<file path="src/rtl/sd_cmd_pkg.sv">
`timescale 1ns/1ps
package sd_cmd_pkg;
  // command word fields
  localparam int CW_RESP   = 6;
  localparam int CW_LONG   = 7;
  localparam int CW_CRC    = 8;
  localparam int CW_WAITPD = 13;
  localparam int CW_ABORT  = 14;
  localparam int CW_START  = 31;
  // status flags
  localparam int ST_RERR = 1;
  localparam int ST_DONE = 2;
  localparam int ST_CRC  = 6;
  localparam int ST_TMO  = 8;
  localparam int ST_BUSY = 9;
  // register addresses
  localparam int A_ARG   = 0;
  localparam int A_CMD   = 1;
  localparam int A_STAT  = 2;

  typedef enum logic [1:0] {T_IDLE, T_SEND, T_RESP} top_st_t;
  typedef enum logic [1:0] {R_IDLE, R_WAIT, R_DATA, R_FIN} rx_st_t;

  // CRC7 (x^7+x^3+1) over the low n bits of d, MSB first
  function automatic logic [6:0] crc7_of(input logic [119:0] d, input int n);
    logic [6:0] c;
    logic fb;
    c = '0;
    for (int i = 119; i >= 0; i--) begin
      if (i < n) begin
        fb = d[i] ^ c[6];
        c  = {c[5:0], 1'b0} ^ (fb ? 7'h09 : 7'h00);
      end
    end
    return c;
  endfunction
endpackage

</file>
<file path="src/rtl/sd_cmd_tx.sv">
`timescale 1ns/1ps
module sd_cmd_tx #(
  parameter int FRAME_W = 48
) (
  input  logic               clk,
  input  logic               rst,
  input  logic               tick,
  input  logic               load,
  input  logic [FRAME_W-1:0] frame,
  output logic               line,
  output logic               oe,
  output logic               done
);
  localparam int CNT_W = $clog2(FRAME_W + 1);

  logic [FRAME_W-1:0] sh;
  logic [CNT_W-1:0]   left;
  logic               active;

  always_ff @(posedge clk) begin
    if (rst) begin
      sh     <= '0;
      left   <= '0;
      active <= 1'b0;
      line   <= 1'b1;
      oe     <= 1'b0;
      done   <= 1'b0;
    end else begin
      done <= 1'b0;
      if (load) begin
        sh     <= frame;
        left   <= CNT_W'(FRAME_W);
        active <= 1'b1;
      end else if (active && tick) begin
        if (left != '0) begin
          line <= sh[FRAME_W-1];
          oe   <= 1'b1;
          sh   <= {sh[FRAME_W-2:0], 1'b0};
          left <= left - 1'b1;
        end else begin
          line   <= 1'b1;
          oe     <= 1'b0;
          active <= 1'b0;
          done   <= 1'b1;
        end
      end
    end
  end


  tx_hold_chk: assert property (@(posedge clk) disable iff (rst)
    !tick |=> ($stable(line) && $stable(oe)));

  tx_release_chk: assert property (@(posedge clk) disable iff (rst)
    $fell(oe) |-> done);
endmodule

</file>
<file path="src/rtl/sd_cmd_rx.sv">
`timescale 1ns/1ps
module sd_cmd_rx import sd_cmd_pkg::*; #(
  parameter int SHORT_W   = 48,
  parameter int STORE_W   = 128,
  parameter int TMO_TICKS = 64
) (
  input  logic               clk,
  input  logic               rst,
  input  logic               tick,
  input  logic               arm,
  input  logic               long_sel,
  input  logic               line,
  output logic [STORE_W-1:0] sh,
  output logic               done,
  output logic               tmo,
  output logic               crc_bad,
  output logic               end_bad
);
  localparam int LONG_W = STORE_W + 8;
  localparam int CNT_W  = $clog2(LONG_W + 1);
  localparam int WC_W   = $clog2(TMO_TICKS + 1);

  rx_st_t           st;
  logic [CNT_W-1:0] cnt;
  logic [WC_W-1:0]  wcnt;
  logic             long_q;
  logic [CNT_W-1:0] total;
  logic [6:0]       crc_calc;

  assign total    = long_q ? CNT_W'(LONG_W) : CNT_W'(SHORT_W);
  assign crc_calc = long_q ? crc7_of(sh[STORE_W-1:8], STORE_W - 8)
                           : crc7_of(120'(sh[SHORT_W-1:8]), SHORT_W - 8);

  always_ff @(posedge clk) begin
    if (rst) begin
      st      <= R_IDLE;
      sh      <= '0;
      cnt     <= '0;
      wcnt    <= '0;
      long_q  <= 1'b0;
      done    <= 1'b0;
      tmo     <= 1'b0;
      crc_bad <= 1'b0;
      end_bad <= 1'b0;
    end else begin
      done <= 1'b0;
      tmo  <= 1'b0;
      case (st)
        R_IDLE: if (arm) begin
          st     <= R_WAIT;
          wcnt   <= '0;
          sh     <= '0;
          long_q <= long_sel;
        end
        R_WAIT: if (tick) begin
          if (!line) begin
            sh  <= {sh[STORE_W-2:0], line};
            cnt <= CNT_W'(1);
            st  <= R_DATA;
          end else if (wcnt == WC_W'(TMO_TICKS - 1)) begin
            tmo <= 1'b1;
            st  <= R_IDLE;
          end else begin
            wcnt <= wcnt + 1'b1;
          end
        end
        R_DATA: if (tick) begin
          sh  <= {sh[STORE_W-2:0], line};
          cnt <= cnt + 1'b1;
          if (cnt == total - 1'b1) st <= R_FIN;
        end
        default: begin
          done    <= 1'b1;
          crc_bad <= (crc_calc != sh[7:1]);
          end_bad <= ~sh[0];
          st      <= R_IDLE;
        end
      endcase
    end
  end


  rx_excl_chk: assert property (@(posedge clk) disable iff (rst) !(done && tmo));

  rx_tmo_idle_chk: assert property (@(posedge clk) disable iff (rst)
    tmo |-> ($past(tick) && $past(line) && $past(st == R_WAIT)));
endmodule

</file>
<file path="src/rtl/sd_cmd_issue.sv">
`timescale 1ns/1ps
module sd_cmd_issue import sd_cmd_pkg::*; #(
  parameter int ADDR_W    = 3,
  parameter int DATA_W    = 32,
  parameter int IDX_W     = 6,
  parameter int TMO_TICKS = 64
) (
  input  logic              clk,
  input  logic              rst,
  input  logic              reg_we,
  input  logic [ADDR_W-1:0] reg_addr,
  input  logic [DATA_W-1:0] reg_wdata,
  input  logic [ADDR_W-1:0] reg_raddr,
  output logic [DATA_W-1:0] reg_rdata,
  input  logic              sd_tick,
  output logic              cmd_out,
  output logic              cmd_oe,
  input  logic              cmd_in,
  input  logic              dat_busy
);
  localparam int HDR_W   = 2 + IDX_W + DATA_W;
  localparam int FRAME_W = HDR_W + 8;
  localparam int N_RESP  = 4;
  localparam int STORE_W = N_RESP * DATA_W;

  logic [DATA_W-1:0] arg_q, cmd_q;
  logic [DATA_W-1:0] resp_q [N_RESP];
  logic              s_done, s_rerr, s_crc, s_tmo;
  top_st_t           st;

  logic               take, tx_done, rx_arm, rx_done, rx_tmo, rx_crc_bad, rx_end_bad;
  logic               we_cmd, fin_ok, resp_done, resp_tmo;
  logic [STORE_W-1:0] rx_sh;
  logic [HDR_W-1:0]   hdr;
  logic [FRAME_W-1:0] frame;
  logic [DATA_W-1:0]  clr, stat_word;

  assign hdr   = {1'b0, 1'b1, cmd_q[IDX_W-1:0], arg_q};
  assign frame = {hdr, crc7_of(120'(hdr), HDR_W), 1'b1};

  assign we_cmd    = reg_we && (reg_addr == ADDR_W'(A_CMD)) && (st == T_IDLE) && !cmd_q[CW_START];
  assign take      = (st == T_IDLE) && cmd_q[CW_START] &&
                     !(cmd_q[CW_WAITPD] && !cmd_q[CW_ABORT] && dat_busy);
  assign rx_arm    = (st == T_SEND) && tx_done && cmd_q[CW_RESP];
  assign fin_ok    = (st == T_SEND) && tx_done && !cmd_q[CW_RESP];
  assign resp_done = (st == T_RESP) && rx_done;
  assign resp_tmo  = (st == T_RESP) && rx_tmo;
  assign clr       = (reg_we && reg_addr == ADDR_W'(A_STAT)) ? reg_wdata : '0;

  always_comb begin
    stat_word          = '0;
    stat_word[ST_RERR] = s_rerr;
    stat_word[ST_DONE] = s_done;
    stat_word[ST_CRC]  = s_crc;
    stat_word[ST_TMO]  = s_tmo;
    stat_word[ST_BUSY] = dat_busy;
  end

  sd_cmd_tx #(.FRAME_W(FRAME_W)) tx_i (
    .clk(clk), .rst(rst), .tick(sd_tick), .load(take), .frame(frame),
    .line(cmd_out), .oe(cmd_oe), .done(tx_done)
  );

  sd_cmd_rx #(.SHORT_W(FRAME_W), .STORE_W(STORE_W), .TMO_TICKS(TMO_TICKS)) rx_i (
    .clk(clk), .rst(rst), .tick(sd_tick), .arm(rx_arm), .long_sel(cmd_q[CW_LONG]),
    .line(cmd_in), .sh(rx_sh), .done(rx_done), .tmo(rx_tmo),
    .crc_bad(rx_crc_bad), .end_bad(rx_end_bad)
  );

  always_ff @(posedge clk) begin
    if (rst) begin
      arg_q     <= '0;
      cmd_q     <= '0;
      st        <= T_IDLE;
      s_done    <= 1'b0;
      s_rerr    <= 1'b0;
      s_crc     <= 1'b0;
      s_tmo     <= 1'b0;
      reg_rdata <= '0;
      for (int k = 0; k < N_RESP; k++) resp_q[k] <= '0;
    end else begin
      if (reg_we && reg_addr == ADDR_W'(A_ARG)) arg_q <= reg_wdata;
      if (we_cmd)    cmd_q <= reg_wdata;
      else if (take) cmd_q[CW_START] <= 1'b0;

      case (st)
        T_IDLE:  if (take) st <= T_SEND;
        T_SEND:  if (tx_done) st <= cmd_q[CW_RESP] ? T_RESP : T_IDLE;
        default: if (rx_done || rx_tmo) st <= T_IDLE;
      endcase

      if (resp_done) begin
        if (cmd_q[CW_LONG]) begin
          for (int k = 0; k < N_RESP; k++) resp_q[k] <= rx_sh[k*DATA_W +: DATA_W];
        end else begin
          resp_q[0] <= rx_sh[DATA_W+7:8];
        end
      end

      s_done <= fin_ok || resp_done || resp_tmo || (s_done && !clr[ST_DONE]);
      s_rerr <= (resp_done && rx_end_bad) || (s_rerr && !clr[ST_RERR]);
      s_crc  <= (resp_done && rx_crc_bad && cmd_q[CW_CRC]) || (s_crc && !clr[ST_CRC]);
      s_tmo  <= resp_tmo || (s_tmo && !clr[ST_TMO]);

      if (reg_raddr[ADDR_W-1])
        reg_rdata <= resp_q[reg_raddr[1:0]];
      else if (reg_raddr == ADDR_W'(A_ARG))  reg_rdata <= arg_q;
      else if (reg_raddr == ADDR_W'(A_CMD))  reg_rdata <= cmd_q;
      else if (reg_raddr == ADDR_W'(A_STAT)) reg_rdata <= stat_word;
      else reg_rdata <= '0;
    end
  end


  start_clear_chk: assert property (@(posedge clk) disable iff (rst)
    take |=> !cmd_q[CW_START]);

  wait_busy_chk: assert property (@(posedge clk) disable iff (rst)
    (take && cmd_q[CW_WAITPD] && !cmd_q[CW_ABORT]) |-> !dat_busy);

  done_src_chk: assert property (@(posedge clk) disable iff (rst)
    $rose(s_done) |-> $past(tx_done || rx_done || rx_tmo));

  crc_gate_chk: assert property (@(posedge clk) disable iff (rst)
    $rose(s_crc) |-> cmd_q[CW_CRC]);
endmodule

</file>
<file path="config.mk">
export PLATFORM = sky130hd
export DESIGN_NAME = sd_cmd_issue
export DESIGN_NICKNAME = d
export VERILOG_FILES = /design/src/rtl/sd_cmd_pkg.sv /design/src/rtl/sd_cmd_tx.sv /design/src/rtl/sd_cmd_rx.sv /design/src/rtl/sd_cmd_issue.sv
export SDC_FILE = /design/constraint.sdc
export NUM_CORES = 1
export LEC_CHECK = 0
export BUFFER_PORTS_ARGS = -buffer_cell sky130_fd_sc_hd__buf_2
export CORE_MARGIN = 10
export CORE_UTILIZATION = 40
export CTS_BUF_LIST = sky130_fd_sc_hd__clkbuf_16
export CTS_CLUSTER_SIZE = 8
export DETAILED_ROUTE_END_ITERATION = 7
export PLACE_DENSITY = 0.65
export SYNTH_ARGS = -nofsm -noshare
export SYNTH_HDL_FRONTEND = slang
export SYNTH_SLANG_ARGS = --single-unit
</file>
<file path="constraint.sdc">
create_clock -name clk -period 13.25 [get_ports clk]
set_input_delay 2.65 -clock clk [delete_from_list [all_inputs] [get_ports clk]]
set_output_delay 2.65 -clock clk [all_outputs]
set_load 0.05 [all_outputs]
</file>
After elaboration in Yosys (flattened, before gate mapping)
Memory sizes are Yosys's and may differ from the RTL's.
Index checks and enable logic that the tools add are counted.
Storage, ports and cells
  register bits after elaboration: 310
  memory bits (writable): 128
  input port bits: 44
  output and inout port bits: 34
  memories kept: 1
Memories
  resp_q: depth 4, width 32, read ports 1, clocked after memory_dff 0, wr ports 4, RTL line sd_cmd_issue.sv:27  | logic [DATA_W-1:0] resp_q [N_RESP];
Operators by class
  add/sub/neg operators: 4
  equal/unequal tests: 22
  multiplexer cells: 262
  bitwise logic cells: 402
  reduce and logical (&&, ||, !) cells: 63
Operator list (number)
  7-bit bitwise XOR: 158
  4-bit 2-to-1 mux: 198
  128-bit 2-to-1 mux: 4
  128-bit one-hot mux with 3 select lines: 1
  32-bit 2-to-1 mux: 8
  7-bit by 4-bit bitwise XOR with 7-bit output: 36
  1-bit bitwise XOR: 191
  47-bit 2-to-1 mux: 3
  7-bit 2-to-1 mux: 5
  8-bit 2-to-1 mux: 4
  1-bit logical AND: 22
  1-bit 2-to-1 mux: 20
  2-bit 2-to-1 mux: 10
  6-bit 2-to-1 mux: 3
  2-bit inequality test (second input constant): 8
  8-bit one-hot mux with 2 select lines: 1
  5-bit AND reduction: 3
  7-bit one-hot mux with 2 select lines: 1
  10-bit 2-to-1 mux: 1
  2-bit AND reduction: 5
  2-bit nonzero test: 5
  9-bit 2-to-1 mux: 1
  8-bit by 1-bit adder with 8-bit output (second input constant): 1
  8-bit equality test: 1
  29 further kinds: 63

Depth between registers and ports, before layout
Gate-level depths: netlist (run 1).
  word-level depth: 359
  mapped depth: 14

Hierarchy
Synthesis (run 1) repeated with hierarchy kept, for this count alone.
Unflattened totals
  cells, all modules: 2267
  area, all modules: 22855.7 sq um
Modules (own cells, without submodules)
  sd_cmd_issue: times used 1, cells each 856, area an instance 10332.4 sq um
  sd_cmd_rx: times used 1, cells each 1014, area an instance 9241.4 sq um
  sd_cmd_tx: times used 1, cells each 397, area an instance 3281.9 sq um

Worst setup path before layout (run 1)
No wires, ideal clock.
  kind: input -> register
  start point: input port rst
  end point: memory resp_q[1][0], enable pin
  setup time: 0.457 ns
  arrival time: 5.083 ns
  required time: 12.793 ns
  setup slack: 7.710 ns
  cell stages on the path: 3
  path through: clkbuf_1 inv_1 nand2_1
RTL lines
  start, declared: RTL line sd_cmd_issue.sv:9  | input logic rst,
  end, declared: RTL line sd_cmd_issue.sv:27

Final worst setup path (run 1)
  start point: register rx_i.sh[123]
  end point: register rx_i.crc_bad
On the way
  word-level cells in the longest chain between the ends: 176
  elaborated cells on any way between the ends: 332
RTL lines
  start, declared: RTL line sd_cmd_rx.sv:13  | output logic [STORE_W-1:0] sh,
  start signal, assigned: RTL line sd_cmd_rx.sv:57  | sh <= {sh[STORE_W-2:0], line};
  start signal, assigned: RTL line sd_cmd_rx.sv:68  | sh <= {sh[STORE_W-2:0], line};
  1-bit bitwise XOR (*): RTL line sd_cmd_pkg.sv:31  | fb = d[i] ^ c[6];
  4-bit 2-to-1 mux (*): RTL line sd_cmd_pkg.sv:32  | c = {c[5:0], 1'b0} ^ (fb ? 7'h09 : 7'h00);
  7-bit bitwise XOR (*) (4 in a row): RTL line sd_cmd_pkg.sv:32
  1-bit bitwise XOR or 7-bit bitwise XOR (tied branches): RTL line sd_cmd_pkg.sv:31, sd_cmd_pkg.sv:32
  4-bit 2-to-1 mux or 7-bit bitwise XOR (tied branches): RTL line sd_cmd_pkg.sv:32
  7-bit bitwise XOR (*) (4 in a row): RTL line sd_cmd_pkg.sv:32
  1-bit bitwise XOR or 7-bit bitwise XOR (tied branches): RTL line sd_cmd_pkg.sv:31, sd_cmd_pkg.sv:32
  4-bit 2-to-1 mux or 7-bit bitwise XOR (tied branches): RTL line sd_cmd_pkg.sv:32
  (+148 left out)
  1-bit bitwise XOR or 7-bit bitwise XOR (tied branches): RTL line sd_cmd_pkg.sv:31, sd_cmd_pkg.sv:32
  4-bit 2-to-1 mux or 7-bit bitwise XOR (tied branches): RTL line sd_cmd_pkg.sv:32
  7-bit bitwise XOR (*) (7 in a row): RTL line sd_cmd_pkg.sv:32
  1-bit bitwise XOR or 7-bit bitwise XOR (tied branches): RTL line sd_cmd_pkg.sv:31, sd_cmd_pkg.sv:32
  4-bit 2-to-1 mux or 7-bit bitwise XOR (tied branches): RTL line sd_cmd_pkg.sv:32
  7-bit bitwise XOR (*): RTL line sd_cmd_pkg.sv:32
  7-bit 2-to-1 mux (*): RTL line sd_cmd_rx.sv:31  | assign crc_calc = long_q ? crc7_of(sh[STORE_W-1:8], STORE_W - 8)
  7-bit inequality test (*): RTL line sd_cmd_rx.sv:74  | crc_bad <= (crc_calc != sh[7:1]);
  end signal, assigned: RTL line sd_cmd_rx.sv:74
  end, declared: RTL line sd_cmd_rx.sv:16  | output logic crc_bad,
Every way passes the cells marked *; elsewhere a longest branch is shown, timed or not.
A chain may end at the register's enable or synchronous reset.

==> impl_metrics.toml, run 1 <==
[clock_network]
clock_latency_ns = 0.62
cts.path.max_buffers = 3
cts_resized = 0
cts_tree = "built"
cts_hold_buf = 0
htree_num_levels = 2
root_buffer = "clkbuf_16"
clock-sinks = 438
cts_buffers = 60
cts_setup_buffers = 0
clk_pin_slew_ns = 0.05

[sta]
setup_viol_count_final = 0
fin_skew_ns = 0.0197
fin_crit_ns = 5.38
relSlewSlack = 0.208
report.final.slew_viol_count = 0
final.period_utilization = 0.406
hold_viol = 0
max_freq_mhz = 186
setup_tns_ns = 0
tightest_slew_ns = 1.18
grt_setup_unrepaired = "false"

[global_route]
grt_pass1_vias = 15700
track_usage = 0.186
antenna_found_initial = 2
overflow = 0
grt_max_degree = 129
grt_pass1_wl_um = 93800

[placed_design]
dpl.cell_count = 2834
place_congestion = 0.947
portBuffers = 77
dpl.hpwl_um = 41700

[routing]
drt_iter0_markers = 1765
drtPass1Iterations = 5
wl_per_cell_um = 20.9
wl_um = 61300
drc = 0
vias = 16200
postRouteAntennaNets = 0
via_per_inst = 5.52

[yosys]
syn_area_per_cell_um2 = 9.90
ys_seq_area_frac = 0.458
synthCells = 2215
ys_seq_elements = 438
ys_async_sr_fraction = 0
netlist_area_mm2 = 0.0219
synth_edf_count = 128
syn_nets = 2266
yosysWarnings = 0
yosys.cell_types.count = 48
ys.flop_type = "dfxtp_1"

[power_and_ir_drop]
irDropWorstVdd_mv = 0.0939
leakage_uw = 0.00903
power_uw = 3010
power_density_mw_per_mm2 = 123

[worst_setup_path]
rrSetupSlack_ns = 7.87
cp-start-kind = "register"
r2r_end = "rx_i.crc_bad"
path_class = "register to register"
end_kind = "register"
cp.required_ns = 13.70
reg2reg_from = "rx_i.sh[123]"
crit_fanout = 6
reg2reg_depth = 13
cp.arrival_ns = 5.83

[die]
initial_core_util = 0.406
dieArea_mm2 = 0.0646
core_area_mm2 = 0.0540
io_pins = 78
die_height_um = 254
rows = 85
die_w_um = 254

[cells_and_area]
fin_util = 0.452
num_antenna_cells = 0
final_cells = 2926
area_delta_synth_final_pct = 11.4
drive_gt1_frac = 0.106
nets = 2251

[hold_path]
hold_path_depth = 2
whs_endpoint = "rx_i.wcnt[6]"
hold_path.class = "register to register"
hold_start = "rx_i.wcnt[6]"

[job]
drv_cap = 0

[status]
run_status = "finished clean"
synthesized netlist by cell type (all sizes together) (2+ instances only):
library cell	number	area share
nor2	129	0.022
o21ai	8	0.0018
xor3	12	0.013
xnor3	51	0.053
o211ai	2	0.00068
a32oi	2	0.00080
nand3b	3	0.0010
mux2i	9	0.0041
nor3b	2	0.00068
edfxtp	128	0.18
a2111oi	2	0.00080
mux4	32	0.033
nand2	372	0.064
nor2b	4	0.0011
a22o	32	0.013
a311oi	49	0.020
a21oi	214	0.049
a211oi	3	0.0010
xnor2	235	0.096
mux2	27	0.014
nor4	3	0.00086
buf	12	0.0025
a22oi	31	0.011
dfxtp	310	0.28
inv	11	0.0019
ha	7	0.0040
nor3	13	0.0030
nand3	139	0.032
and2	99	0.028
nand2b	3	0.00086
and3	5	0.0014
xor2	89	0.036
a31oi	3	0.00086
and4b	2	0.00091
or3	5	0.0014
clkbuf	161	0.028
cell type report:
cell class	count	area, um2
timing repair buffer	96	541
fill	4982	29600
sequential	438	10000
tap	696	871
inverter	11	41.3
multi-input combinational	1593	11200
clock buffer	61	1530
clock inverter	31	155
layout by cell type (no fill, tap or decap), types with 7 or more instances in the layout:
cell type and count:
nand2_1 371, dfxtp_1 310, xnor2_1 232, a21oi_1 213
nand3_1 137, nor2_1 129, edfxtp_1 128, and2_1 99
xor2_1 88, buf_2 75, clkbuf_16 61, a311oi_1 49
xnor3_1 47, inv_1 40, a22o_1 32, mux4_2 32
a22oi_1 31, mux2_2 27, buf_4 20, xor3_1 11
nor3_1 10, mux2i_1 9, o21ai_0 8, ha_1 7
flip-flops by register name, indices dropped and copies added (netlist names):
signal and cells:
st 2, resp_q 128, tx_i.active 1, tx_i.sh 48, tx_i.done 1, s_tmo 1
rx_i.st 2, rx_i.done 1, rx_i.crc_bad 1, rx_i.wcnt 7, s_rerr 1, cmd_q 32
rx_i.tmo 1, arg_q 32, rx_i.sh 128, rx_i.cnt 8, tx_i.oe 1, rx_i.long_q 1
rx_i.end_bad 1, s_done 1, tx_i.left 6, tx_i.line 1, reg_rdata 32, s_crc 1
worst max path at each step:
stage / from / end / depth (start not counted)
2_1_floorplan: rst / resp_q[1][0] / 3
3_3_place_gp: rx_i.sh[120] / rx_i.crc_bad / 13
3_5_place_dp: rx_i.sh[123] / rx_i.crc_bad / 13
4_1_cts: rx_i.sh[123] / rx_i.crc_bad / 13
5_1_grt: rx_i.sh[123] / rx_i.crc_bad / 13
6_report: rx_i.sh[123] / rx_i.crc_bad / 13
metrics by stage:
stage | setup slack, ns | area, um2 | hold slack [ns]
5_1_grt | 7.60 | 24400 | 0.456
4_1_cts | 7.85 | 24400 | 0.433
3_3_place_gp | 7.80 | 22700 | 0.421
2_1_floorplan | 7.71 | 21900 | 0.410
3_5_place_dp | 7.87 | 22700 | 0.426
6_report | 7.87 | 24400 | 0.433
kinds of logic after synthesis:
| group | synth area share |
|---|---|
| muxes | 0.0508 |
| AOI/OAI and AO/OA | 0.0989 |
| adders and majority gates | 0.00399 |
| DFF | 0.458 |
| and+or+nand+nor | 0.158 |
| buffers and inverters | 0.0319 |
| xor gates and xnor gates | 0.198 |
where the power goes:
group	internal, uW	switching, uW
logic	72.8	126
clock network	812	573
registers	1410	16.7
metal layers:
metal  wire (um)  up-vias  track usage  share of wire
li1            -     7557            -              -
met1       26700     7905        0.258           0.44
met2       28400      599        0.291           0.46
met3        4380      101       0.0264          0.072
met4        1790        2       0.0667          0.029
met5           9        -            0        0.00015
worst max-delay path, cell delays in order, from the launching register on:
cell	delay (ns)
dfxtp_1	0.47
xnor3_1	0.42
xor3_1	0.41
xor3_2	0.48
xnor2_4	0.29
xnor3_1	0.46
xnor3_2	0.42
xor3_1	0.45
xnor3_2	0.47
xnor3_2	0.40
xnor3_1	0.38
a21oi_1	0.06
a2111oi_0	0.36
a311oi_1	0.15
Power figures use the tool's default switching activity.
==> inputs of run 2 (changes only) <==
- PLACE_DENSITY: 0.65 -> 0.67
- clock period: 13.25 -> 4.6 ns (I/O delays scaled with it)
==> impl_metrics.toml, run 2 (same netlist as run 1, synthesis figures left out) <==
[die]
io_pins = 78
die_height_um = 254
dieArea_mm2 = 0.0646
core_area_mm2 = 0.0540
initial_core_util = 0.406
rows = 85
die_w_um = 254

[sta]
fin_crit_ns = 4.67
setup_viol_count_final = 1
hold_viol = 0
tightest_slew_ns = 1.10
final.period_utilization = 1.02
worst_slack_ns = -0.0710
grt_setup_unrepaired = "true"
fin_skew_ns = 0.0320
report.final.slew_viol_count = 0
max_freq_mhz = 214
relSlewSlack = 0.267

[clock_network]
cts_buffers = 60
clock-sinks = 438
root_buffer = "clkbuf_16"
cts_tree = "built"
clk_pin_slew_ns = 0.05
clock_latency_ns = 0.63
htree_num_levels = 2
cts.path.max_buffers = 3

[power_and_ir_drop]
leakage_uw = 0.00961
power_density_mw_per_mm2 = 341
irDropWorstVdd_mv = 0.282
power_uw = 8650

[routing]
drt_iter0_markers = 1655
postRouteAntennaNets = 0
drtPass1Iterations = 6
via_per_inst = 5.54
vias = 16700
wl_um = 64500
wl_per_cell_um = 21.3
drc = 0

[worst_setup_path]
worstPathCellList = "buf_4, xnor3_1, xnor2_1, xor3_1, buf_4, xnor2_1, buf_4, xnor2_4, buf_4, buf_4, xnor2_2, xnor2_2, xnor3_1, xnor3_2, buf_4, buf_4, xnor2_1, a21oi_1, a2111oi_2, a311oi_1"
rrSetupSlack_ns = -0.07
cp.arrival_ns = 5.13
path_class = "register to register"
crit_slowest_cell = "xnor3_1"
cp.required_ns = 5.06
cpMostUsedCell = "buf_4"
end_kind = "register"
cp-start-kind = "register"
crit_fanout = 4
critPathMaxStageDelay_ns = 0.48

[job]
drv_cap = 0

[cells_and_area]
drive_gt1_frac = 0.161
nets = 2343
final_common_cell = "nand2_1"
final_cell_mix = "nand2_1, dfxtp_1, xnor2_1, a21oi_1, nand3_1"
multiInputGateArea_mm2 = 0.0115
top_regs = "resp_q: 128 flops, rx_i.sh: 128 flops, tx_i.sh: 48 flops"
num_antenna_cells = 0
fill_cells = 4860
register_area_mm2 = 0.0101
final_cells = 3021
area_delta_synth_final_pct = 15.9

[global_route]
met1_usage = 0.265
antenna_found_initial = 1
overflow = 0
grtUsageMet3 = 0.0348
grt_max_degree = 129
met2_usage = 0.308
track_usage = 0.196
top_usage_layer = "met2"
grt_pass1_vias = 16300
grt_pass1_wl_um = 98700

[placed_design]
dpl.hpwl_um = 43400
dpl.cell_count = 2908
portBuffers = 77
place_congestion = 0.946

[status]
run_status = "finished, violations left"
violations = "setup timing"

[hold_path]
hold_path.class = "register to register"
[run 2: cell count changes in the layout (fill, tap and decap cells not counted), sizes merged]
cell    before  now
buf         96  188
clkinv       2    4
inv         40   42
clkbuf      61   60
[run 2: layer usage]
| metal | share of wire | wire [um] |
|---|---|---|
| met1 | 0.43 | 27600 |
| met4 | 0.035 | 2270 |
| met2 | 0.46 | 29500 |
| met3 | 0.081 | 5200 |
| met5 | 0 | 0 |
[run 2: worst paths after layout]
| kind | to | startpoint | depth (start not counted) |
|---|---|---|---|
| setup / recovery | rx_i.crc_bad | rx_i.sh[120] | 20 |
| hold / removal | rx_i.wcnt[6] | rx_i.wcnt[6] | 2 |
| setup reg to reg | rx_i.crc_bad | rx_i.sh[120] | 20 |
| hold reg to reg | rx_i.wcnt[6] | rx_i.wcnt[6] | 2 |
[run 2: stage by stage]
step           worst slack [ns]  cell area [um2]  TNS (ns)   util  hold slack [ns]
6_report                -0.0710            25400   -0.0710  0.470            0.437
5_1_grt                  -0.333            25400    -0.333  0.470            0.460
4_1_cts                 -0.0604            25300   -0.0604  0.469            0.437
3_5_place_dp             -0.146            23400    -0.146  0.433            0.428
3_3_place_gp            -0.0722            23400   -0.0722  0.433            0.421
2_1_floorplan            0.0269            22000         0      -            0.410
[run 2: where the power goes]
group | internal (uW) | switching (uW)
Combinational | 211 | 363
Clock | 2310 | 1660
Sequential | 4060 | 43.9
[run 2: cell type report]
| type | instances | area share |
|---|---|---|
| multi-input combinational | 1593 | 0.451 |
| timing repair buffer | 188 | 0.0512 |
| inverter | 11 | 0.00162 |
| clock inverter | 35 | 0.00665 |
| tap | 696 | 0.0343 |
| sequential | 438 | 0.396 |
| clock buffer | 60 | 0.0591 |
[run 2: what timing repair did]
action | CTS | global route
setup buffers | 17 | 1
hold buffers | 0 | 0
endpoints found under the setup margin | 1 | 1
pin swaps | 30 | 4
gates resized for setup | 30 | 11
[run 2: worst max-delay path: cells and delay by family (launching register included)]
family / cells / cell delay (ns)
xor gates and xnor gates: 10 / 2.67
DFF: 1 / 0.33
AOI/OAI and AO/OA: 3 / 0.50
buffers and inverters: 7 / 1.01
==> inputs of run 3 (changes only) <==
- PLACE_DENSITY: 0.67 -> 0.65
- SLEW_MARGIN: not set -> 20
- clock period: 4.6 -> 5.5 ns (I/O delays scaled with it)
==> impl_metrics.toml, run 3 (same netlist as run 1, synthesis figures left out) <==
[routing]
vias = 16200
postRouteAntennaNets = 0
wl_per_cell_um = 21.1
wl_um = 61800
drc = 0
via_per_inst = 5.51
drt_iter0_markers = 1591
drtPass1Iterations = 5

[placed_design]
portBuffers = 77
dpl.hpwl_um = 42100
dp_slack_ns = 0.230
place_congestion = 0.911

[worst_setup_path]
crit_slowest_cell = "xor3_1"
path_class = "register to register"
crit_family = "XOR/XNOR gates"
worst-path-buf-inv = 0
cp.required_ns = 5.93
crit_fanout = 6
end_kind = "register"
cp.arrival_ns = 5.71
worstPathCellList = "xor2_1, xor2_1, xnor3_1, xor3_1, xor3_1, xor3_1, xor3_1, xnor3_2, xnor3_2, xnor3_1, a21oi_1, a2111oi_0, a311oi_1"
critPathMaxStageDelay_ns = 0.52
rrSetupSlack_ns = 0.22
cpMostUsedCell = "xor3_1"
cp-start-kind = "register"

[clock_network]
clock_latency_ns = 0.62
root_buffer = "clkbuf_16"
cts_setup_buffers = 0
clk_pin_slew_ns = 0.05
clock-sinks = 438
htree_num_levels = 2
cts.path.max_buffers = 3
cts_buffers = 60
cts_tree = "built"
cts_hold_buf = 0

[power_and_ir_drop]
power_density_mw_per_mm2 = 294
leakage_uw = 0.00907
irDropWorstVdd_mv = 0.216

[global_route]
overflow = 0
grt_max_degree = 141
track_usage = 0.188
grt_pass1_vias = 15700
grt_pass1_wl_um = 94500
antenna_found_initial = 2

[status]
run_status = "finished clean"

[die]
core_area_mm2 = 0.0540
dieArea_mm2 = 0.0646
io_pins = 78
die_height_um = 254
rows = 85
die_w_um = 254
initial_core_util = 0.406

[cells_and_area]
area_delta_synth_final_pct = 11.8
drive_gt1_frac = 0.109
final_common_cell = "nand2_1"
nets = 2256
top_regs = "resp_q: 128 flops, rx_i.sh: 128 flops, tx_i.sh: 48 flops"
num_antenna_cells = 0
final_cell_mix = "nand2_1, dfxtp_1, xnor2_1, a21oi_1, nand3_1"

[hold_path]
hold_path.class = "register to register"

[sta]
grt_setup_unrepaired = "false"
fin_skew_ns = 0.0275
max_freq_mhz = 189
hold_viol = 0
setup_tns_ns = 0
final.period_utilization = 0.960
report.final.slew_viol_count = 0
tightest_slew_ns = 1.03
worst_slack_ns = 0.221
setup_viol_count_final = 0
relSlewSlack = 0.311
fin_crit_ns = 5.28

[job]
drv_cap = 0
-- run 3: cell count changes in the layout (fill, tap and decap cells not counted), moves of 4 or more --
cell / change
buf_4: -85
xnor3_1: +9
xnor2_1: +18
xnor2_2: -17
xnor3_2: -9
dfxtp_2: -4
dfxtp_1: +6
xor2_2: -6
xor2_1: +6
-- run 3: tightest hold or removal path, cell delays in order, from the launching register on --
cell,delay (ns)
dfxtp_1,0.30
inv_1,0.05
a211oi_1,0.04
-- run 3: where the power goes --
group / internal, uW / total (uW) / switching (uW) / leakage [uW]
combinational: 176 / 480 / 304 / 0.00439
clock: 1930 / 3300 / 1370 / 0.000932
sequential: 3400 / 3430 / 37.1 / 0.00375
total: 5500 / 7210 / 1710 / 0.00907
-- run 3: final timing paths --
| check | cells after the start | from | end |
|---|---|---|---|
| worst max-delay path | 13 | rx_i.sh[122] | rx_i.crc_bad |
| worst min-delay path | 2 | rx_i.wcnt[6] | rx_i.wcnt[6] |
| worst max register to register | 13 | rx_i.sh[122] | rx_i.crc_bad |
| worst min register to register | 2 | rx_i.wcnt[6] | rx_i.wcnt[6] |
-- run 3: per-layer routing --
metal  up-vias  part of all wire  global-route usage
met4         2             0.036              0.0700
met2       580              0.45               0.295
met3        99             0.081              0.0447
met1      7906              0.43               0.250
li1       7579                 -                   -
met5         -           0.00011                   0
-- run 3: layout make-up --
type	instances	area [um2]
clock buffers	60	1500
flip-flops and latches	438	10100
fillers	5009	29500
repair buffers	101	641
multi-input cells	1593	11200
inverters	11	41.3
clock inverters	35	158
well taps	696	871
-- run 3: repair_timing --
action                                 CTS  global route
setup endpoints to repair                0             1
endpoints found under the hold margin    0             0
gates resized for setup                  0             3
-- run 3: metrics by stage --
stage / cells / power (uW) / hold WS (ns) / area (um2) / utilization
CTS: 2933 / 7250 / 0.437 / 24500 / 0.453
global placement: 2838 / 3970 / 0.421 / 22800 / 0.423
global route: 2934 / 7430 / 0.468 / 24500 / 0.454
floorplan: 2215 / 3830 / 0.410 / 21900 / -
detailed placement: 2838 / 3980 / 0.429 / 22800 / 0.423
finish: 2934 / 7210 / 0.437 / 24500 / 0.454
